`config.mk`:
```
export PLATFORM = sky130hd
export DESIGN_NAME = split_decade_counter
export DESIGN_NICKNAME = d
export VERILOG_FILES = /design/src/rtl/sdc_pkg.sv /design/src/rtl/sdc_fall_detect.sv /design/src/rtl/sdc_div2_stage.sv /design/src/rtl/sdc_mod_stage.sv /design/src/rtl/split_decade_counter.sv
export SDC_FILE = /design/constraint.sdc
export NUM_CORES = 1
export LEC_CHECK = 0
export BUFFER_PORTS_ARGS = -buffer_cell sky130_fd_sc_hd__clkbuf_2
export CORE_AREA = 2 2 39 41
export DETAILED_ROUTE_END_ITERATION = 8
export DIE_AREA = 0 0 41 43
export PLACE_DENSITY_LB_ADDON = 0.25
export SKIP_LAST_GASP = 1
export SLEW_MARGIN = 20
export SYNTH_ARGS = -nofsm -noshare
export SYNTH_HDL_FRONTEND = slang
export SYNTH_SLANG_ARGS = --single-unit
```
`constraint.sdc`:
```
create_clock -name clk -period 1.57 [get_ports clk]
set_input_delay 0.314 -clock clk [delete_from_list [all_inputs] [get_ports clk]]
set_output_delay 0.314 -clock clk [all_outputs]
set_load 0.01 [all_outputs]
```
`src/rtl/sdc_pkg.sv`:
```
package sdc_pkg;

    typedef enum logic [1:0] {
        LINK_NONE  = 2'b00,
        LINK_DEC   = 2'b01,
        LINK_BIQ   = 2'b10,
        LINK_SPARE = 2'b11
    } link_e;

endpackage

```
`src/rtl/sdc_fall_detect.sv`:
```
module sdc_fall_detect #(
    parameter int SYNC_STAGES = 2
) (
    input  logic clk,
    input  logic rst_n,
    input  logic ext_i,
    input  logic int_i,
    input  logic use_int_i,
    output logic fall_o
);

    typedef struct packed {
        logic [SYNC_STAGES-1:0] sync;
        logic                   prev;
    } fd_state_t;

    fd_state_t st_d, st_q;
    logic [SYNC_STAGES-1:0] sync_shift;
    logic sel;

    generate
        if (SYNC_STAGES == 1) begin : g_one
            assign sync_shift = ext_i;
        end else begin : g_many
            assign sync_shift = {st_q.sync[SYNC_STAGES-2:0], ext_i};
        end
    endgenerate

    always_comb begin
        sel       = use_int_i ? int_i : st_q.sync[SYNC_STAGES-1];
        st_d      = st_q;
        st_d.sync = sync_shift;
        st_d.prev = sel;
        fall_o    = st_q.prev & ~sel;
    end

    always_ff @(posedge clk or negedge rst_n) begin
        if (!rst_n) begin
            st_q <= '0;
        end else begin
            st_q <= st_d;
        end
    end

    // a fall yields a single-cycle pulse, never two in a row
    assert_single_pulse_R1: assert property (@(posedge clk) disable iff (!rst_n)
        fall_o |=> !fall_o);

endmodule

```
`src/rtl/sdc_div2_stage.sv`:
```
module sdc_div2_stage (
    input  logic clk,
    input  logic rst_n,
    input  logic step_i,
    input  logic clr_i,
    input  logic set_i,
    output logic bit_o
);

    typedef struct packed {
        logic bit_v;
    } d2_state_t;

    d2_state_t st_d, st_q;

    always_comb begin
        st_d = st_q;
        if (set_i) begin
            st_d.bit_v = 1'b1;
        end else if (clr_i) begin
            st_d.bit_v = 1'b0;
        end else if (step_i) begin
            st_d.bit_v = ~st_q.bit_v;
        end
    end

    always_ff @(posedge clk or negedge rst_n) begin
        if (!rst_n) begin
            st_q <= '0;
        end else begin
            st_q <= st_d;
        end
    end

    assign bit_o = st_q.bit_v;

    assert_toggle_R2: assert property (@(posedge clk) disable iff (!rst_n)
        (step_i && !clr_i && !set_i) |=> (bit_o != $past(bit_o)));

    assert_hold_R6: assert property (@(posedge clk) disable iff (!rst_n)
        (!step_i && !clr_i && !set_i) |=> $stable(bit_o));

endmodule

```
`src/rtl/sdc_mod_stage.sv`:
```
module sdc_mod_stage #(
    parameter int MOD = 5,
    parameter int W   = $clog2(MOD)
) (
    input  logic         clk,
    input  logic         rst_n,
    input  logic         step_i,
    input  logic         clr_i,
    input  logic         set_i,
    output logic [W-1:0] cnt_o
);

    localparam logic [W-1:0] TOP_V = W'(MOD - 1);
    localparam logic [W:0]   MOD_V = (W + 1)'(MOD);

    typedef struct packed {
        logic [W-1:0] cnt;
    } md_state_t;

    md_state_t st_d, st_q;

    always_comb begin
        st_d = st_q;
        if (set_i) begin
            st_d.cnt = TOP_V;
        end else if (clr_i) begin
            st_d.cnt = '0;
        end else if (step_i) begin
            // top state and any unused code return to zero
            if (st_q.cnt >= TOP_V) begin
                st_d.cnt = '0;
            end else begin
                st_d.cnt = st_q.cnt + 1'b1;
            end
        end
    end

    always_ff @(posedge clk or negedge rst_n) begin
        if (!rst_n) begin
            st_q <= '0;
        end else begin
            st_q <= st_d;
        end
    end

    assign cnt_o = st_q.cnt;

    assert_legal_state_R3: assert property (@(posedge clk) disable iff (!rst_n)
        ({1'b0, cnt_o} < MOD_V));

    assert_step_R3: assert property (@(posedge clk) disable iff (!rst_n)
        (step_i && !clr_i && !set_i) |=>
        (cnt_o == (($past(cnt_o) == TOP_V) ? '0 : $past(cnt_o) + 1'b1)));

    assert_hold_R6: assert property (@(posedge clk) disable iff (!rst_n)
        (!step_i && !clr_i && !set_i) |=> $stable(cnt_o));

endmodule

```
`src/rtl/split_decade_counter.sv`:
```
module split_decade_counter #(
    parameter int SYNC_STAGES = 2,
    parameter int HI_MOD      = 5,
    localparam int HI_W       = $clog2(HI_MOD),
    localparam int OUT_W      = HI_W + 1
) (
    input  logic             clk,
    input  logic             rst_n,
    input  logic             cnt_a_i,
    input  logic             cnt_b_i,
    input  logic             clr_a_i,
    input  logic             clr_b_i,
    input  logic             nine_a_i,
    input  logic             nine_b_i,
    input  logic [1:0]       link_mode_i,
    output logic [OUT_W-1:0] q_o
);

    localparam logic [OUT_W-1:0] PRESET_V = {HI_W'(HI_MOD - 1), 1'b1};

    typedef struct packed {
        logic ovr;
    } top_state_t;

    top_state_t st_d, st_q;

    sdc_pkg::link_e link;
    logic clr_now, set_now, ovr_now;
    logic use_int_lo, use_int_hi;
    logic fall_lo, fall_hi;
    logic step_lo, step_hi;
    logic lo_q;
    logic [HI_W-1:0] hi_q;

    always_comb begin
        link       = sdc_pkg::link_e'(link_mode_i);
        clr_now    = clr_a_i & clr_b_i;
        set_now    = nine_a_i & nine_b_i;
        ovr_now    = clr_now | set_now;
        use_int_lo = (link == sdc_pkg::LINK_BIQ);
        use_int_hi = (link == sdc_pkg::LINK_DEC);
        // edges seen during an override, or caused by its last cycle, are dropped
        step_lo    = fall_lo & ~ovr_now & ~st_q.ovr;
        step_hi    = fall_hi & ~ovr_now & ~st_q.ovr;
        st_d       = st_q;
        st_d.ovr   = ovr_now;
    end

    always_ff @(posedge clk or negedge rst_n) begin
        if (!rst_n) begin
            st_q <= '0;
        end else begin
            st_q <= st_d;
        end
    end

    sdc_fall_detect #(.SYNC_STAGES(SYNC_STAGES)) u_fd_lo (
        .clk       (clk),
        .rst_n     (rst_n),
        .ext_i     (cnt_a_i),
        .int_i     (hi_q[HI_W-1]),
        .use_int_i (use_int_lo),
        .fall_o    (fall_lo)
    );

    sdc_fall_detect #(.SYNC_STAGES(SYNC_STAGES)) u_fd_hi (
        .clk       (clk),
        .rst_n     (rst_n),
        .ext_i     (cnt_b_i),
        .int_i     (lo_q),
        .use_int_i (use_int_hi),
        .fall_o    (fall_hi)
    );

    sdc_div2_stage u_lo (
        .clk    (clk),
        .rst_n  (rst_n),
        .step_i (step_lo),
        .clr_i  (clr_now),
        .set_i  (set_now),
        .bit_o  (lo_q)
    );

    sdc_mod_stage #(.MOD(HI_MOD), .W(HI_W)) u_hi (
        .clk    (clk),
        .rst_n  (rst_n),
        .step_i (step_hi),
        .clr_i  (clr_now),
        .set_i  (set_now),
        .cnt_o  (hi_q)
    );

    assign q_o = {hi_q, lo_q};

    assert_preset_wins_R5: assert property (@(posedge clk) disable iff (!rst_n)
        (nine_a_i && nine_b_i) |=> (q_o == PRESET_V));

    assert_clear_R4: assert property (@(posedge clk) disable iff (!rst_n)
        (clr_a_i && clr_b_i && !(nine_a_i && nine_b_i)) |=> (q_o == '0));

    assert_release_quiet_R6: assert property (@(posedge clk) disable iff (!rst_n)
        (st_q.ovr && !ovr_now) |=> $stable(q_o));

endmodule

```
Word-level counts from Yosys, hierarchy flattened
Cells that the tools add are included.
{"block": "totals", "reg_bits": 11, "out_inout_bits": 4}
{"block": "classes", "add_sub_neg": 1, "order_cmp": 1, "n_eq_ne": 2, "n_mux": 9, "n_bitwise": 14, "n_reduce_logical": 2}
{"operator": "2-to-1 mux 3 bit", "n": 4}
{"operator": "bitwise AND 1 bit", "n": 8}
{"operator": "nonzero test 3 bit", "n": 2}
{"operator": "2-to-1 mux 1 bit", "n": 5}
{"operator": "NOT 1 bit", "n": 5}
{"operator": "adder 3 x 1 -> 3 bit (second input constant)", "n": 1}
{"operator": ">= comparator 3 bit (second input constant)", "n": 1}
{"operator": "== test 2 x 1 -> 1 bit (second input constant)", "n": 1}
{"operator": "== test 2 bit (second input constant)", "n": 1}
{"operator": "bitwise OR 1 bit", "n": 1}

Logic depth before layout (Yosys ltp)
Gate-level depths: netlist (run 1).
{"block": "depth", "word_depth": 9, "depth_mapped": 4}

Cells and area by module
A second synthesis (run 1) with hierarchy kept.
{"block": "unflattened", "cells_unflattened": 40, "area_unflattened_um2": 503.0}
{"module": "sdc_fall_detect", "instances": 2, "cells_per_inst": 6, "area_per_inst_um2": 100.1}
{"module": "sdc_mod_stage", "instances": 1, "cells_per_inst": 16, "area_per_inst_um2": 180.2}
{"module": "split_decade_counter", "instances": 1, "cells_per_inst": 9, "area_per_inst_um2": 81.3}
{"module": "sdc_div2_stage", "instances": 1, "cells_per_inst": 3, "area_per_inst_um2": 41.3}

Worst setup path before layout (run 1)
Ideal clock, no wire load.
{"block": "synth_timing", "kind": "reg2reg", "startpoint": "register u_hi.st_q (netlist bit u_hi.cnt_o[2])", "endpoint": "register u_lo.st_q (netlist: u_lo.bit_o)", "setup_ns": 0.122, "arrival_ns": 1.122, "slack_ns": 0.326, "path_stages_with_launch": 5, "n_path_buf": 0, "cell_sequence": "dfrtp_1 > and3b_4 > a2111oi_4 > xnor2_1 > o21ai_1"}
{"block": "synth_via", "elab_chain_cells": 6}
{"item": "start: declaration", "line": "sdc_mod_stage.sv:20", "rtl": "md_state_t st_d, st_q;"}
{"item": "start signal: assignment", "line": "sdc_mod_stage.sv:42", "rtl": "st_q <= st_d;"}
{"item": "2-to-1 mux 1 bit", "line": "sdc_fall_detect.sv:30", "rtl": "sel = use_int_i ? int_i : st_q.sync[SYNC_STAGES-1];"}
{"item": "NOT 1 bit", "line": "sdc_fall_detect.sv:34", "rtl": "fall_o = st_q.prev & ~sel;"}
{"item": "bitwise AND 1 bit", "line": "sdc_fall_detect.sv:34"}
{"item": "bitwise AND 1 bit (2 in series)", "line": "split_decade_counter.sv:43", "rtl": "step_lo = fall_lo & ~ovr_now & ~st_q.ovr;"}
{"item": "nonzero test 3 bit (no source line)"}
{"item": "end signal: assignment", "line": "sdc_div2_stage.sv:31", "rtl": "st_q <= st_d;"}
{"item": "end: declaration", "line": "sdc_div2_stage.sv:14", "rtl": "d2_state_t st_d, st_q;"}
Every way passes these cells.
A chain may end at the register's enable or synchronous reset.

Worst setup path in the final report (run 1)
Same ends and word-level chain as after synthesis.

==> impl_metrics.tcl, run 1 <==
set metrics [dict create \
    slew_headroom 0.817 \
    cts-resized-gates 0 \
    drc 0 \
    skew_ns 0.00768 \
    rsz0062_at_grt "no" \
    critPathLaunchType "flop" \
    yosys.area.top_type "dfrtp_1" \
    power_frac_seq 0.543 \
    synth.avg_cell_area_sq_um 11.8 \
    wl_per_cell_microns 10.0 \
    ir_worst_vdd_mv 0.394 \
    fmax_mhz 746 \
    grt_pass1_wl_microns 1300 \
    cts_tree "yes" \
    final.setup.tns_ns 0 \
    run_status "complete, no violations" \
    clock-sinks 11 \
    cp_top_family "flip-flops" \
    wl_microns 753 \
    final_nets 72 \
    power_density_nw_per_um2 976 \
    synthesis.area_sq_um 508 \
    share_comb_of_total_power 0.153 \
    synthAdderAreaFrac 0.0493 \
    n_antenna_cell 0 \
    routabilityCongestion 0.667 \
    synthDominantCellAreaShare 0.542 \
    critical_path_class "reg2reg" \
    p_sw_uw 149 \
    yosys-top-cells-area "dfrtp_1, a2111oi_4, ha_1" \
    synth_xor_xnor_area_share 0.0172 \
    ys_types 19 \
    setup_violations 0 \
    worst-path-buf-inv 0 \
    die_area_sq_um 1760 \
    synth_compound_area_frac 0.133 \
    maxSlewViolCount 0 \
    area_growth_syn_to_layout_pct 20.9 \
    ios 14 \
    cts-root-buf "clkbuf_4" \
    critPathMaxStageDelay_ns 0.43 \
    switching_share 0.248 \
    ant_nets 0 \
    fp.dieH_microns 43 \
    grt_antenna_before_repair 0 \
    clock_latency_ns 0.26 \
    min_path_type "in2reg" \
    seq_area_frac_synth 0.542 \
    cap_viol_max_count 0 \
    holdBufCountCts 1 \
    final_common_cell "clkbuf_2" \
    cts_max_path_buffers 2 \
    core_sq_um 1380 \
    synth-simple-area-share 0.153 \
    worst_pin_slew_ns 0.275 \
    worstPathCellList "and3b_4, a2111oi_4, xnor2_1, o21ai_1" \
    start_util 0.367 \
    vias_per_cell 4.44 \
    timing.final.crit_share 0.854 \
    synth_fp_nets 55 \
    ys.warnings.count 0 \
    drive_gt1_frac 0.322 \
    required_ns 1.72 \
    fillCellCount 130 \
    netlist_instances 43 \
    timing.hold.ws_ns 0.165 \
    path_clk_slew_ns 0.07 \
    cts_buffers 3 \
    cp.arrival_ns 1.49 \
    drtPass1Iterations 3 \
    rows 14 \
    r2r_slack_ns 0.23 \
    grt_max_degree 12 \
    p_int_uw 451 \
    first_iter_violations 5 \
    ys_ff_latch 11 \
    vias 333 \
    endpoint_kind "flop" \
    htree_num_levels 1 \
    finalHoldViolations 0 \
    crit_path_max_fanout 6 \
    clkPwrFrac 0.304 \
    die_x_microns 41 \
    post_cts_buffers 0 \
    fin_crit_ns 1.34 \
    track_usage 0.116 \
    synth_top_family_by_area "simple AND/OR/NAND/NOR gates" \
    synth_mux_area_frac 0.0394 \
    cp_slowest_cell "dfrtp_1" \
    overflow 0 \
    io_buffers 13 \
    first_global_vias 325 \
    leakage_uw 0.000295 \
    final_cell_mix "clkbuf_2, dfrtp_1, inv_1" \
]
power by group through the flow:
| stage | registers [uW] | clock network (uW) | logic [uW] |
|---|---|---|---|
| after floorplan | 329 | 0 | 65.0 |
| after detailed placement | 332 | 0 | 91.3 |
| final | 326 | 183 | 91.7 |
| after CTS | 326 | 190 | 93.8 |
| after global placement | 331 | 0 | 90.1 |
| after global routing | 330 | 200 | 105 |
cell usage after synthesis, drive strengths merged:
cell type  count
mux2i          2
inv            5
o21ai          3
xnor2          1
and3b          1
buf            2
nor2           2
a21o           1
dfrtp         11
o2111a         1
a2111oi        1
ha             2
nand3b         2
nand2          3
nand2b         2
and2           1
nor2b          2
a21oi          1
worst paths after layout:
check,start,end,cells past startpoint
setup reg to reg,u_hi.cnt_o[2],u_lo.bit_o,4
max in group asynchronous,rst_n,u_fd_lo.st_d[2],2
setup / recovery,u_hi.cnt_o[2],u_lo.bit_o,4
hold / removal,cnt_a_i,u_fd_lo.st_d[2],1
hold reg to reg,u_fd_hi.st_d[2],u_fd_hi.st_q[2],0
min in group asynchronous,rst_n,u_lo.bit_o,2
metal layers:
| layer | share of wire | global-route usage | vias to the layer above |
|---|---|---|---|
| met1 | 0.49 | 0.141 | 149 |
| met3 | 0.049 | 0.0314 | 2 |
| li1 | - | - | 174 |
| met2 | 0.46 | 0.169 | 8 |
| met5 | 0 | 0 | - |
| met4 | 0.0066 | 0.0800 | 0 |
final cells by class:
cell class | instances | area [sq um] | share of cell area
clock buffer | 4 | 26.3 | 0.0428
inverter | 5 | 18.8 | 0.0305
multi-input combinational | 25 | 199 | 0.324
sequential | 11 | 275 | 0.448
tap | 16 | 20.0 | 0.0326
timing repair buffer | 14 | 75.1 | 0.122
flip-flops by register name (all words and copies together), names as in the netlist:
register	flops
u_fd_lo.st_q	2
u_fd_hi.st_d	1
st_q	1
u_fd_hi.st_q	2
u_hi.cnt_o	3
u_fd_lo.st_d	1
u_lo.bit_o	1
logic make-up after synthesis:
logic type / after synthesis
buffers and inverters: 7
xor gates and xnor gates: 1
and+or+nand+nor: 13
muxes: 2
AOI/OAI and AO/OA: 7
DFF: 11
adders and majority gates: 2
worst reg2reg max path, stage by stage, from the launching register on:
cell and delay, ns:
dfrtp_1 0.43, and3b_4 0.22, a2111oi_4 0.33, xnor2_1 0.17, o21ai_1 0.08
through the flow:
step                cells  instance area, sq um  setup WS (ns)  utilization  total power [uW]
finish                 75                   614          0.229        0.444               600
CTS                    75                   614          0.220        0.444               610
floorplan              43                   508          0.326            -               394
global placement       70                   578          0.253        0.418               421
global route           75                   614          0.140        0.444               636
detailed placement     70                   578          0.224        0.418               423
Note: power is estimated with default switching activity, not from simulation.
==> inputs of run 2 (changes only) <==
--- a/config.mk
+++ b/config.mk
@@ -10,6 +10,7 @@
 export DETAILED_ROUTE_END_ITERATION = 8
 export DIE_AREA = 0 0 41 43
 export PLACE_DENSITY_LB_ADDON = 0.25
+export RECOVER_POWER = 50
 export SKIP_LAST_GASP = 1
 export SLEW_MARGIN = 20
 export SYNTH_ARGS = -nofsm -noshare
==> impl_metrics.tcl, run 2 (synthesis gave the netlist of run 1 again) <==
set metrics [dict create \
    overflow 0 \
    place_inst 70 \
    grt_max_degree 12 \
    post-place-ws_ns 0.224 \
    totalPowerFinal_uw 599 \
    drtPass1Iterations 3 \
    fmax_mhz 746 \
    grt_pass1_wl_microns 1300 \
    grt_antenna_before_repair 0 \
    area_growth_syn_to_layout_pct 20.7 \
    worst_pin_slew_ns 0.585 \
    drc 0 \
    power_density_nw_per_um2 978 \
    stdcell_count 75 \
    clkPwrFrac 0.305 \
    cts_max_path_buffers 2 \
    cts-root-buf "clkbuf_4" \
    maxSlewViolCount 0 \
    htree_num_levels 1 \
    first_iter_violations 5 \
    fp.dieH_microns 43 \
    track_usage 0.116 \
    io_buffers 13 \
    timing.hold.ws_ns 0.165 \
    ir_worst_vdd_mv 0.394 \
    core_sq_um 1380 \
    wl_per_cell_microns 10.0 \
    min_path_type "in2reg" \
    clock_latency_ns 0.26 \
    cap_viol_max_count 0 \
    clock-sinks 11 \
    cts_buffers 3 \
    required_ns 1.72 \
    switching_share 0.249 \
    start_util 0.367 \
    run_status "complete, no violations" \
    fin_crit_ns 1.34 \
    ios 14 \
    die_area_sq_um 1760 \
    wl_microns 752 \
    cp.arrival_ns 1.49 \
    cp_top_family "flip-flops" \
    worstPathCellList "and3b_4, a2111oi_4, xnor2_1, o21ai_1" \
    endpoint_kind "flop" \
    worst-path-buf-inv 0 \
    setup_violations 0 \
    cp_slowest_cell "dfrtp_1" \
    routabilityCongestion 0.667 \
    power_frac_seq 0.543 \
    die_x_microns 41 \
    skew_ns 0.00768 \
    finalHoldViolations 0 \
    vias 333 \
    slew_headroom 0.610 \
    fillCellCount 131 \
    critical_path_class "reg2reg" \
    leakage_uw 0.000292 \
    rsz0062_at_grt "no" \
    path_clk_slew_ns 0.07 \
    final_common_cell "clkbuf_2" \
    drive_gt1_frac 0.305 \
    share_comb_of_total_power 0.152 \
    final_nets 72 \
    cts-resized-gates 0 \
    critPathMaxStageDelay_ns 0.43 \
    first_global_vias 325 \
    final.setup.tns_ns 0 \
    crit_path_max_fanout 6 \
    critPathLaunchType "flop" \
    p_int_uw 450 \
    rows 14 \
    final_cell_mix "clkbuf_2, dfrtp_1, inv_1" \
    n_antenna_cell 0 \
    ant_nets 0 \
    cts_tree "yes" \
    timing.final.crit_share 0.854 \
    largest_reg_flops 3 \
    p_sw_uw 149 \
    vias_per_cell 4.44 \
    setup_ws_ns 0.229 \
]
==> run 2: area by class of cell <==
class	count	area [sq um]	area share
flip-flops and latches	11	275	0.449
repair buffers	14	73.8	0.120
well taps	16	20.0	0.0327
multi-input cells	25	199	0.324
inverters	5	18.8	0.0306
clock buffers	4	26.3	0.0429
==> run 2: worst paths after layout <==
check	start	endpoint	slack, ns	cells past startpoint
max	u_hi.cnt_o[2]	u_lo.bit_o	0.23	4
min	cnt_a_i	u_fd_lo.st_d[2]	0.17	1
max reg2reg	u_hi.cnt_o[2]	u_lo.bit_o	0.23	4
min reg2reg	u_fd_hi.st_d[2]	u_fd_hi.st_q[2]	0.35	0
max in group asynchronous	rst_n	u_fd_lo.st_d[2]	0.62	2
min in group asynchronous	rst_n	u_lo.bit_o	0.57	2
==> run 2: what timing repair did <==
action	4_1_cts	5_1_grt
setup buffers	0	0
endpoints found under the setup margin	0	0
endpoints found under the hold margin	11	0
hold buffers	1	0
==> run 2: power by group through the flow <==
stage / Clock [uW] / Combinational (uW) / Sequential [uW]
floorplan: 0 / 65.0 / 329
global placement: 0 / 90.1 / 331
detailed placement: 0 / 91.3 / 332
CTS: 190 / 93.8 / 326
global route: 200 / 105 / 330
finish: 183 / 91.3 / 326
==> run 2: layer usage <==
metal | vias up | global-route usage | wire (microns)
li1 | 174 | - | -
met1 | 149 | 0.141 | 365
met2 | 8 | 0.169 | 344
met3 | 2 | 0.0314 | 37
met4 | 0 | 0.0800 | 5
met5 | - | 0 | 0
==> run 2: metrics by stage <==
step | utilization | area, sq um
floorplan | - | 508
global placement | 0.418 | 578
detailed placement | 0.418 | 578
CTS | 0.444 | 614
global route | 0.443 | 613
finish | 0.443 | 613
==> run 2: worst register-to-register path, stage by stage, from the launching register on <==
cell,delay (ns)
dfrtp_1,0.43
and3b_4,0.22
a2111oi_4,0.33
xnor2_1,0.17
o21ai_1,0.08
